`config.mk`:
```
export PLATFORM = sky130hd
export DESIGN_NAME = seq_shiftadd_mul
export DESIGN_NICKNAME = d
export VERILOG_FILES = /design/src/rtl/smul_pkg.sv /design/src/rtl/smul_step.sv /design/src/rtl/smul_ctrl.sv /design/src/rtl/smul_datapath.sv /design/src/rtl/seq_shiftadd_mul.sv
export SDC_FILE = /design/constraint.sdc
export NUM_CORES = 1
export LEC_CHECK = 0
export BUFFER_PORTS_ARGS = -buffer_cell sky130_fd_sc_hd__buf_2
export CAP_MARGIN = 5
export CORE_ASPECT_RATIO = 0.75
export CORE_MARGIN = 1
export CORE_UTILIZATION = 30
export CTS_CLUSTER_SIZE = 8
export DETAILED_ROUTE_END_ITERATION = 10
export PLACE_DENSITY = 0.54
export SETUP_SLACK_MARGIN = 0.15
export SYNTH_ARGS = -nofsm -noshare
export SYNTH_HDL_FRONTEND = slang
export SYNTH_SLANG_ARGS = --single-unit
```
`constraint.sdc`:
```
create_clock -name clk -period 2.9 [get_ports clk]
set_input_delay 0.435 -clock clk [delete_from_list [all_inputs] [get_ports clk]]
set_output_delay 0.435 -clock clk [all_outputs]
set_load 0.02 [all_outputs]
```
`src/rtl/smul_pkg.sv`:
```
package smul_pkg;

    typedef enum logic [0:0] {
        PH_IDLE = 1'b0,
        PH_RUN  = 1'b1
    } smul_phase_e;

endpackage

```
`src/rtl/smul_step.sv`:
```
// One shift-and-add step, purely combinational.
module smul_step #(
    parameter int A_W = 8,
    parameter int P_W = 16
) (
    input  logic [A_W-1:0] mplier_i,
    input  logic [P_W-1:0] mcand_i,
    input  logic [P_W-1:0] acc_i,
    output logic [A_W-1:0] mplier_o,
    output logic [P_W-1:0] mcand_o,
    output logic [P_W-1:0] acc_o,
    output logic           carry_o,
    output logic           last_o
);

    logic [P_W:0] sum_w;

    always_comb begin
        mplier_o = mplier_i >> 1;
        mcand_o  = mcand_i << 1;
        sum_w    = {1'b0, acc_i} + {1'b0, mcand_i};
        if (mplier_i[0]) begin
            acc_o   = sum_w[P_W-1:0];
            carry_o = sum_w[P_W];
        end else begin
            acc_o   = acc_i;
            carry_o = 1'b0;
        end
        last_o = (mplier_o == '0);
    end

endmodule

```
`src/rtl/smul_ctrl.sv`:
```
// Sequencer: idle / run phases plus the done pulse.
module smul_ctrl
    import smul_pkg::*;
#(
    parameter int A_W = 8
) (
    input  logic clk,
    input  logic rst_n,
    input  logic start_i,
    input  logic a_zero_i,
    input  logic b_zero_i,
    input  logic last_i,
    output logic load_o,
    output logic step_o,
    output logic busy_o,
    output logic done_o
);

    localparam int CNT_W = $clog2(A_W + 1);

    typedef struct packed {
        smul_phase_e phase;
        logic        done;
    } ctrl_t;

    ctrl_t ctrl_d, ctrl_q;

    always_comb begin
        ctrl_d      = ctrl_q;
        ctrl_d.done = 1'b0;
        load_o      = 1'b0;
        step_o      = 1'b0;
        case (ctrl_q.phase)
            PH_IDLE: begin
                if (start_i) begin
                    load_o = 1'b1;
                    if (a_zero_i || b_zero_i) begin
                        ctrl_d.done = 1'b1;
                    end else begin
                        ctrl_d.phase = PH_RUN;
                    end
                end
            end
            PH_RUN: begin
                step_o = 1'b1;
                if (last_i) begin
                    ctrl_d.phase = PH_IDLE;
                    ctrl_d.done  = 1'b1;
                end
            end
            default: ctrl_d.phase = PH_IDLE;
        endcase
    end

    always_ff @(posedge clk or negedge rst_n) begin
        if (!rst_n) begin
            ctrl_q <= '{phase: PH_IDLE, done: 1'b0};
        end else begin
            ctrl_q <= ctrl_d;
        end
    end

    assign busy_o = (ctrl_q.phase == PH_RUN);
    assign done_o = ctrl_q.done;

    // Busy-run length observer used only by the step-bound assertion.
    logic [CNT_W-1:0] run_len_q;
    always_ff @(posedge clk or negedge rst_n) begin
        if (!rst_n) begin
            run_len_q <= '0;
        end else if (busy_o) begin
            run_len_q <= run_len_q + CNT_W'(1);
        end else begin
            run_len_q <= '0;
        end
    end

    assert_step_bound_R5: assert property (@(posedge clk) disable iff (!rst_n)
        busy_o |-> (run_len_q < CNT_W'(A_W)));

    assert_done_not_busy_R6: assert property (@(posedge clk) disable iff (!rst_n)
        done_o |-> !busy_o);

    assert_done_single_R6: assert property (@(posedge clk) disable iff (!rst_n)
        (done_o && !start_i) |=> !done_o);

    assert_zero_quick_R3: assert property (@(posedge clk) disable iff (!rst_n)
        (start_i && !busy_o && (a_zero_i || b_zero_i)) |=> (done_o && !busy_o));

    assert_run_begins_R2: assert property (@(posedge clk) disable iff (!rst_n)
        (start_i && !busy_o && !a_zero_i && !b_zero_i) |=> busy_o);

endmodule

```
`src/rtl/smul_datapath.sv`:
```
// Operand shift registers and the accumulator.
module smul_datapath #(
    parameter int A_W = 8,
    parameter int B_W = 8,
    parameter int P_W = 16
) (
    input  logic           clk,
    input  logic           rst_n,
    input  logic           load_i,
    input  logic           step_i,
    input  logic [A_W-1:0] op_a_i,
    input  logic [B_W-1:0] op_b_i,
    input  logic [A_W-1:0] mplier_nx_i,
    input  logic [P_W-1:0] mcand_nx_i,
    input  logic [P_W-1:0] acc_nx_i,
    input  logic           carry_i,
    input  logic           last_i,
    output logic [A_W-1:0] mplier_o,
    output logic [P_W-1:0] mcand_o,
    output logic [P_W-1:0] acc_o
);

    typedef struct packed {
        logic [A_W-1:0] mplier;
        logic [P_W-1:0] mcand;
        logic [P_W-1:0] acc;
    } dp_t;

    dp_t dp_d, dp_q;

    always_comb begin
        dp_d = dp_q;
        if (load_i) begin
            dp_d.mplier = op_a_i;
            dp_d.mcand  = {{(P_W-B_W){1'b0}}, op_b_i};
            dp_d.acc    = '0;
        end else if (step_i) begin
            dp_d.mplier = mplier_nx_i;
            dp_d.acc    = acc_nx_i;
            if (!last_i) begin
                dp_d.mcand = mcand_nx_i;
            end
        end
    end

    always_ff @(posedge clk or negedge rst_n) begin
        if (!rst_n) begin
            dp_q <= '0;
        end else begin
            dp_q <= dp_d;
        end
    end

    assign mplier_o = dp_q.mplier;
    assign mcand_o  = dp_q.mcand;
    assign acc_o    = dp_q.acc;

    assert_acc_no_carry_R4: assert property (@(posedge clk) disable iff (!rst_n)
        step_i |-> !carry_i);

endmodule

```
`src/rtl/seq_shiftadd_mul.sv`:
```
module seq_shiftadd_mul #(
    parameter int A_W = 8,
    parameter int B_W = 8
) (
    input  logic                 clk,
    input  logic                 rst_n,
    input  logic                 start_i,
    input  logic [A_W-1:0]       op_a_i,
    input  logic [B_W-1:0]       op_b_i,
    output logic                 busy_o,
    output logic                 done_o,
    output logic [A_W+B_W-1:0]   product_o
);

    localparam int P_W = A_W + B_W;

    logic           load_w, step_w, last_w, carry_w;
    logic [A_W-1:0] mplier_w, mplier_nx_w;
    logic [P_W-1:0] mcand_w, mcand_nx_w, acc_w, acc_nx_w;
    logic           a_zero_w, b_zero_w;

    assign a_zero_w = (op_a_i == '0);
    assign b_zero_w = (op_b_i == '0);

    smul_ctrl #(.A_W(A_W)) u_ctrl (
        .clk      (clk),
        .rst_n    (rst_n),
        .start_i  (start_i),
        .a_zero_i (a_zero_w),
        .b_zero_i (b_zero_w),
        .last_i   (last_w),
        .load_o   (load_w),
        .step_o   (step_w),
        .busy_o   (busy_o),
        .done_o   (done_o)
    );

    smul_step #(.A_W(A_W), .P_W(P_W)) u_step (
        .mplier_i (mplier_w),
        .mcand_i  (mcand_w),
        .acc_i    (acc_w),
        .mplier_o (mplier_nx_w),
        .mcand_o  (mcand_nx_w),
        .acc_o    (acc_nx_w),
        .carry_o  (carry_w),
        .last_o   (last_w)
    );

    smul_datapath #(.A_W(A_W), .B_W(B_W), .P_W(P_W)) u_dp (
        .clk         (clk),
        .rst_n       (rst_n),
        .load_i      (load_w),
        .step_i      (step_w),
        .op_a_i      (op_a_i),
        .op_b_i      (op_b_i),
        .mplier_nx_i (mplier_nx_w),
        .mcand_nx_i  (mcand_nx_w),
        .acc_nx_i    (acc_nx_w),
        .carry_i     (carry_w),
        .last_i      (last_w),
        .mplier_o    (mplier_w),
        .mcand_o     (mcand_w),
        .acc_o       (acc_w)
    );

    assign product_o = acc_w;

    assert_product_hold_R7: assert property (@(posedge clk) disable iff (!rst_n)
        (!busy_o && !start_i) |=> $stable(product_o));

endmodule

```
Word level (Yosys, flattened, before mapping)

Index checks and enable logic that the tools add are counted.

Register bits after elaboration: 42
Word-level logic and storage cells: 28
Output and inout bits: 18

Bitwise gates (word level): 1
Eq/ne operators: 1
$add $sub $neg: 1
Reduce and logical (&&, ||, !) cells: 8
Mux-type cells: 12

Operators with widths:

| operator                              | number |
|---|---|
| 2-to-1 mux 40 bit                     | 2 |
| 2-to-1 mux 16 bit                     | 2 |
| logical NOT 8 bit                     | 3 |
| adder 16 bit                          | 1 |
| 2-to-1 mux 1 bit                      | 5 |
| 2-to-1 mux 2 bit                      | 2 |
| one-hot mux 2 bit (2 select lines)    | 1 |
| AND reduction 2 bit                   | 2 |
| nonzero test 2 bit                    | 2 |
| != test 2 bit (second input constant) | 1 |
| logical OR 1 bit                      | 1 |
| NOT 1 bit                             | 1 |

Depth between registers and ports, before layout

Gate-level depths: netlist (run 1).

Word-level depth: 5
Depth in mapped cells: 10

Cells and area by module

A second synthesis (run 1) with hierarchy kept.

Cell total of the unflattened synthesis: 335
Area, all modules: 3031.7 um^2

By module, submodules not included:

| module           | area an instance (um^2) | instances | cells each |
|---|---|---|---|
| smul_datapath    | 1715.4                  | 1         | 158 |
| smul_step        | 1182.4                  | 1         | 161 |
| smul_ctrl        | 96.3                    | 1         | 10 |
| seq_shiftadd_mul | 37.5                    | 1         | 6 |

Worst setup path after synthesis (run 1)

No wires, ideal clock.

Path type: reg-to-reg
Start point: reg u_dp.dp_q, in the netlist u_dp.acc_o[0]
End point: reg u_dp.dp_q, in the netlist u_dp.acc_o[14]
Arrival: 2.040 ns
Path slack: 0.756 ns
Library setup time: 0.104 ns
Cell stages (with the launch flop): 10
Required time: 2.796 ns
Period minus slack after synthesis: 2.144 ns
Cells stage by stage: dfrtp_1 ha_1 inv_1 fa_1 nor2b_1 o211ai_1 a21oi_1 o31a_1 o221ai_2 o311ai_1

Longest elaborated chain between the ends: 4

RTL lines:

| item                   | line                | source |
|---|---|---|
| from (decl)            | smul_datapath.sv:29 | `dp_t dp_d, dp_q;` |
| from (signal assigned) | smul_datapath.sv:50 | `dp_q <= dp_d;` |
| adder 16 bit           | smul_step.sv:21     | `sum_w = {1'b0, acc_i} + {1'b0, mcand_i};` |
| 2-to-1 mux 16 bit      | smul_step.sv:22     | `if (mplier_i[0]) begin` |
| 2-to-1 mux 40 bit      | smul_datapath.sv:37 | `end else if (step_i) begin` |
| 2-to-1 mux 40 bit      | smul_datapath.sv:33 | `if (load_i) begin` |

No other way between the ends. The select of a mux whose other input is x is not followed.
A chain may end at the register's enable or synchronous reset.

Worst setup path after layout (run 1)

Start point: reg u_dp.dp_q, in the netlist u_dp.mcand_o[0]
End point: reg u_dp.dp_q, in the netlist u_dp.acc_o[14]

The elaborated chain is that of the path after synthesis.

==> flow_metrics.py, run 1 <==
metrics = {
    "drt": {
        "wire_per_inst_um": 15.0,
        "dr.first_iter.drc_count": 83,
        "route.final.wire_length_um": 5880,
        "vias_per_cell": 5.17,
        "final_antenna_net_count": 0,
        "drt_drc_violations_left": 0,
        "via_count": 2023,
        "drt-pass1-iter-count": 4,
    },
    "sta": {
        "final-max-slew-violation-count": 0,
        "skew_ps": 8.08,
        "finalHoldViolations": 0,
        "report.final.setup_viol": 0,
        "finalWorstPathRequiredPeriod_ps": 2330,
        "fmax_ghz": 0.430,
        "worstMarginPinSlew_ps": 981,
        "relSlewSlack_pct": 34.6,
        "tns_ps": 0,
        "rsz0062_at_grt": "no",
        "finalCritPeriodShare_pct": 80.3,
        "whs_ps": 293,
    },
    "floorplanning": {
        "chipWidth_um": 106,
        "die_height_um": 79.8,
        "initial_utilization_pct": 32.0,
        "io_pins": 37,
        "rows": 27,
        "core_area_um2": 7570,
        "floorplan.die_area_um2": 8440,
    },
    "cts": {
        "clk-insertion-delay-late_ps": 300,
        "cts_made_buffers": 5,
        "postCtsHoldBufs": 0,
        "cts.path.max_buffers": 2,
        "cts_tree": "built",
        "clock_tree.htree_level_count": 2,
        "cts.reportedPaths.clkPinSlew_ps": 90,
        "root_buffer": "clkbuf_8",
        "clkSinkCount": 42,
        "postCtsSetupRepairBufs": 0,
        "postCtsResizedCells": 0,
    },
    "power": {
        "power_density_nw_per_um2": 1220,
        "p_leak_nw": 1.30,
        "peakVddDrop_mv": 0.372,
    },
    "yosys": {
        "avgSynthCellArea_um2": 9.61,
        "synth.yosys.seq_area_share_pct": 43.4,
        "synth_top_cell_by_area": "dfrtp_1",
        "asyncSetResetFlopFracSynth_pct": 100,
        "netlist_instances": 252,
        "synth_seq_cells": 42,
        "synth.distinct_cells": 47,
        "synth_top_area_cells": "dfrtp_1 43%, ha_1 7.8%, nand2_1 4.8%",
        "yosys.area.top_type_share_pct": 43.4,
        "synth_enable_flop_cells": 0,
        "synth-main-ff-cell": "dfrtp_1",
        "postSynthNetCount": 287,
        "mappedNetlistArea_um2": 2420,
        "synthesis.yosys.warnings": 0,
    },
    "global_routing": {
        "number_of_global_route_vias_before_repair": 1968,
        "antenna_found_initial": 0,
        "global_route.usage.total_pct": 15.7,
        "grt_first_pass_wirelength_um": 10300,
        "largest_net_degree_at_the_start_of_global_routing": 43,
        "grt-ovfl-total": 0,
    },
    "worst_setup_path": {
        "cp_data_required_time_ps": 3090,
        "critPathLaunchType": "flip-flop",
        "worstPathCellList": "ha_1 > inv_1 > fa_1 > nor2b_1 > o211ai_1 > a21oi_1 > o31a_1 > o221ai_2 > o311ai_1",
        "path_class": "reg2reg",
        "terminus_of_the_critical_flop_to_flop_path": "u_dp.acc_o[14]",
        "crit_arrival_ps": 2520,
        "worstSetupEndpointType": "flip-flop",
        "reg2reg_from": "u_dp.mcand_o[0]",
        "crit_slowest_cell": "fa_1",
        "critPathMaxFanout": 3,
        "reg2reg_setup_slack_ps": 570,
        "startpoint": "u_dp.mcand_o[0]",
        "depth_of_the_worst_register_to_register_path": 9,
        "max_stage_delay_ps": 400,
    },
    "final_layout": {
        "layout-area-overhead-vs-synth_pct": 15.5,
        "multi_input_comb_area_um2": 1310,
        "layout.core_utilization_pct": 37.0,
        "mostFrequentLayoutCells": "42 x dfrtp_1, 36 x buf_2, 31 x nand2_1",
        "mostFrequentLayoutCell": "dfrtp_1",
        "layout.area.seq_um2": 1050,
        "fin_nets": 324,
        "layout-drive-gt1-share_pct": 19.0,
        "final.fill_count": 783,
        "insertedDiodeCount": 0,
    },
    "place": {
        "gp_routability_congestion": 0.799,
        "place_hpwl_um": 4320,
        "quantity_of_i_o_buffers_inserted_on_ports": 36,
    },
    "flow_run": {
        "timing.max_cap.violations": 0,
    },
    "outcome": {
        "run_status": "complete, no violations",
    },
    "worst_hold_path": {
        "min_path_type": "in2async",
    },
}
-- state kept, by name (all words and copies together), names as in the netlist --
name	flops
u_dp.acc_o	16
u_ctrl.busy_o	1
u_ctrl.done_o	1
u_dp.mcand_o	16
u_dp.mplier_o	8
-- per-stage QoR --
step | cell area [µm²] | power [mW] | cells | setup slack (ps)
floorplan | 2420 | 2.50 | 252 | 756
global placement | 2710 | 3.01 | 383 | 759
detailed placement | 2710 | 3.01 | 383 | 679
CTS | 2800 | 3.43 | 391 | 564
global route | 2800 | 3.73 | 391 | 328
finish | 2800 | 3.41 | 391 | 572
-- cells by family after synthesis --
family | Yosys count | synth area share, %
AND/OR/NAND/NOR | 88 | 17.8
AO/OA/AOI/OAI | 73 | 20.1
flip-flops | 42 | 43.4
adder cells (fa/ha/maj) | 16 | 8.58
buffers and inverters | 13 | 2.33
multiplexers | 11 | 4.55
XOR/XNOR | 9 | 3.26
-- how the worst max path moves through the flow --
stage / end / slack [ps]
finish: u_dp.acc_o[14] / 570
global route: u_dp.acc_o[14] / 330
CTS: u_dp.acc_o[14] / 560
detailed placement: u_dp.acc_o[14] / 680
global placement: u_dp.acc_o[14] / 760
floorplan: u_dp.acc_o[14] / 760
-- worst max-delay path: cells and delay by family, from the launching register on --
| family | cells | cell delay [ps] |
|---|---|---|
| adder cells (fa/ha/maj) | 2 | 590 |
| AND/OR/NAND/NOR | 1 | 190 |
| buffers and inverters | 1 | 60 |
| AO/OA/AOI/OAI | 5 | 1000 |
| flip-flops | 1 | 390 |
-- synth_stat cells, types with 4 or more instances --
cell	instances
nor3_1	4
xnor2_1	5
ha_1	15
a21oi_1	10
o22ai_1	6
o21ai_0	23
a22o_1	10
nand3_1	7
dfrtp_1	42
nand2_1	31
o21a_1	4
nor2_1	19
clkbuf_1	7
mux2i_1	11
xor2_1	4
inv_1	5
-- cell type report --
| class | count | area share (%) |
|---|---|---|
| sequential | 42 | 37.6 |
| clock buffer | 7 | 3.09 |
| multi-input combinational | 197 | 47.0 |
| timing repair buffer | 38 | 6.98 |
| tap | 101 | 4.52 |
| inverter | 5 | 0.671 |
| clock inverter | 1 | 0.179 |
-- report_power, final --
part           internal, mW  total (mW)  switching [mW]  leakage, nW
Clock                 0.193       0.403           0.210       0.0482
Sequential            0.841        1.07           0.227        0.531
Combinational         0.781        1.94            1.16        0.717
-- routing by layer --
layer | track usage (%) | wire, µm | share of wire (%) | vias to the layer above
met1 | 24.1 | 3240 | 55 | 967
met4 | 3.47 | 42 | 0.71 | 0
li1 | - | - | - | 1003
met3 | 3.43 | 259 | 4.4 | 6
met2 | 21.8 | 2340 | 40 | 47
met5 | 0 | 0 | 0 | -
No activity file was read; power rests on OpenSTA's default activity.
==> run 2, diff against run 1 <==
==> constraint.sdc (replaced) <==
create_clock -name clk -period 2.15 [get_ports clk]
set_input_delay 0.3225 -clock clk [delete_from_list [all_inputs] [get_ports clk]]
set_output_delay 0.3225 -clock clk [all_outputs]
set_load 0.02 [all_outputs]
==> flow_metrics.py, run 2 (synthesis gave the netlist of run 1 again) <==
metrics = {
    "outcome": {
        "run_status": "complete, no violations",
    },
    "drt": {
        "dr.first_iter.drc_count": 59,
        "route.final.wire_length_um": 6090,
        "final_antenna_net_count": 0,
        "via_count": 2025,
        "drt-pass1-iter-count": 4,
        "wire_per_inst_um": 14.9,
        "vias_per_cell": 4.96,
        "drt_drc_violations_left": 0,
    },
    "floorplanning": {
        "floorplan.die_area_um2": 8440,
        "io_pins": 37,
        "chipWidth_um": 106,
        "initial_utilization_pct": 32.0,
        "rows": 27,
        "die_height_um": 79.8,
        "core_area_um2": 7570,
    },
    "final_layout": {
        "fin_nets": 341,
        "layout-area-overhead-vs-synth_pct": 26.0,
        "final_design_area_no_fill_um2": 3050,
        "mostFrequentLayoutCells": "40 x dfrtp_1, 36 x buf_2, 31 x nand2_1",
        "layout-drive-gt1-share_pct": 30.0,
        "final.fill_count": 782,
        "insertedDiodeCount": 0,
        "mostFrequentLayoutCell": "dfrtp_1",
    },
    "power": {
        "power_density_nw_per_um2": 1650,
        "net-switching-power_mw": 2.30,
        "pwr-share-clk_pct": 11.0,
        "p_leak_nw": 1.38,
        "p_seq_share_pct": 29.2,
        "peakVddDrop_mv": 0.571,
        "internal_power_mw": 2.74,
        "power.share.combinational_pct": 59.8,
        "netSwitchingFraction_pct": 45.7,
    },
    "worst_setup_path": {
        "cp_data_required_time_ps": 2350,
        "path_class": "reg2reg",
        "worstSetupEndpointType": "flip-flop",
        "critPathLaunchType": "flip-flop",
        "reg2reg_from": "u_dp.acc_o[1]",
        "critPathMaxFanout": 3,
        "startpoint": "u_dp.acc_o[1]",
        "crit_arrival_ps": 2330,
    },
    "worst_hold_path": {
        "min_path_type": "in2reg",
        "hold_path.startpoint": "op_b_i[0]",
    },
    "cts": {
        "root_buffer": "clkbuf_8",
        "cts_tree": "built",
        "cts.reportedPaths.clkPinSlew_ps": 90,
        "clk-insertion-delay-late_ps": 300,
        "clkSinkCount": 42,
        "cts.path.max_buffers": 2,
        "clock_tree.htree_level_count": 2,
        "cts_made_buffers": 5,
    },
    "sta": {
        "final_critical_path_setup_slack_ps": 23.7,
        "relSlewSlack_pct": 34.2,
        "finalWorstPathRequiredPeriod_ps": 2130,
        "worstMarginPinSlew_ps": 983,
        "final-max-slew-violation-count": 0,
        "finalCritPeriodShare_pct": 98.9,
        "skew_ps": 15.9,
        "finalHoldViolations": 0,
        "rsz0062_at_grt": "yes",
        "report.final.setup_viol": 0,
        "fmax_ghz": 0.470,
    },
    "global_routing": {
        "antenna_found_initial": 0,
        "largest_net_degree_at_the_start_of_global_routing": 23,
        "number_of_global_route_vias_before_repair": 2058,
        "grt-ovfl-total": 0,
        "global_route.usage.total_pct": 16.0,
        "grt_first_pass_wirelength_um": 10500,
    },
    "place": {
        "quantity_of_i_o_buffers_inserted_on_ports": 36,
        "area_of_placed_instances_um2": 2790,
        "place_hpwl_um": 4570,
        "dp_worst_setup_slack_ps": -49.1,
        "gp_routability_congestion": 0.790,
    },
    "flow_run": {
        "timing.max_cap.violations": 0,
    },
}
[run 2: area by class of cell]
| cell class | count | area, µm² | share of cell area [%] |
|---|---|---|---|
| well taps | 101 | 126 | 4.14 |
| repair buffers | 55 | 329 | 10.8 |
| clock buffers | 6 | 82.6 | 2.71 |
| flip-flops and latches | 42 | 1050 | 34.5 |
| clock inverters | 2 | 12.5 | 0.410 |
| multi-input cells | 197 | 1430 | 46.7 |
| inverters | 5 | 21.3 | 0.697 |
[run 2: routing by layer]
layer | GRT usage (%) | share of wire, % | vias up
met5 | 0 | 0 | -
met4 | 3.89 | 0.66 | 0
met3 | 2.94 | 4.2 | 5
met2 | 24.5 | 42 | 39
met1 | 23.3 | 53 | 950
li1 | - | - | 1031
[run 2: power groups by stage]
stage,sequential (mW),combinational [mW],clock (mW)
floorplan,1.55,1.86,0
global placement,1.47,2.68,0
detailed placement,1.47,2.69,0
CTS,1.47,2.93,0.571
global route,1.53,3.40,0.601
finish,1.47,3.02,0.556
[run 2: path summary, 6_finish.rpt]
path                                     to  slack, ps  depth (start not counted)
setup / recovery             u_dp.acc_o[14]         20                          9
setup reg to reg             u_dp.acc_o[14]         20                          9
hold reg to reg              u_dp.acc_o[15]        480                          1
min in group asynchronous  u_dp.mplier_o[6]        510                          2
hold / removal              u_dp.mcand_o[0]        270                          2
max in group asynchronous  u_dp.mcand_o[13]       1070                          3
[run 2: stage by stage]
stage | setup TNS, ps | hold slack (ps) | power (mW) | instances | utilization, %
after global placement | 0 | 331 | 4.15 | 390 | 36.8
after CTS | 0 | 276 | 4.98 | 407 | 39.9
after floorplan | 0 | 26.9 | 3.41 | 252 | -
after detailed placement | -49.1 | 317 | 4.16 | 390 | 36.8
after global routing | -154 | 282 | 5.53 | 408 | 40.3
final | 0 | 271 | 5.04 | 408 | 40.3
[run 2: what timing repair did]
item | CTS | global route
endpoints found under the hold margin | 15 | 0
resized for setup | 11 | 11
endpoints found under the setup margin | 8 | 8
pin swaps | 9 | 9
buffers inserted | 8 | 1
hold buffers | 1 | 0
[run 2: critical path: stages (launching register included)]
cell and delay, ps:
dfrtp_2 410, buf_6 120, inv_4 30, fa_2 380
nor2b_2 140, o211ai_1 130, a21oi_2 260, o31a_1 210
o221ai_2 110, o311ai_1 250
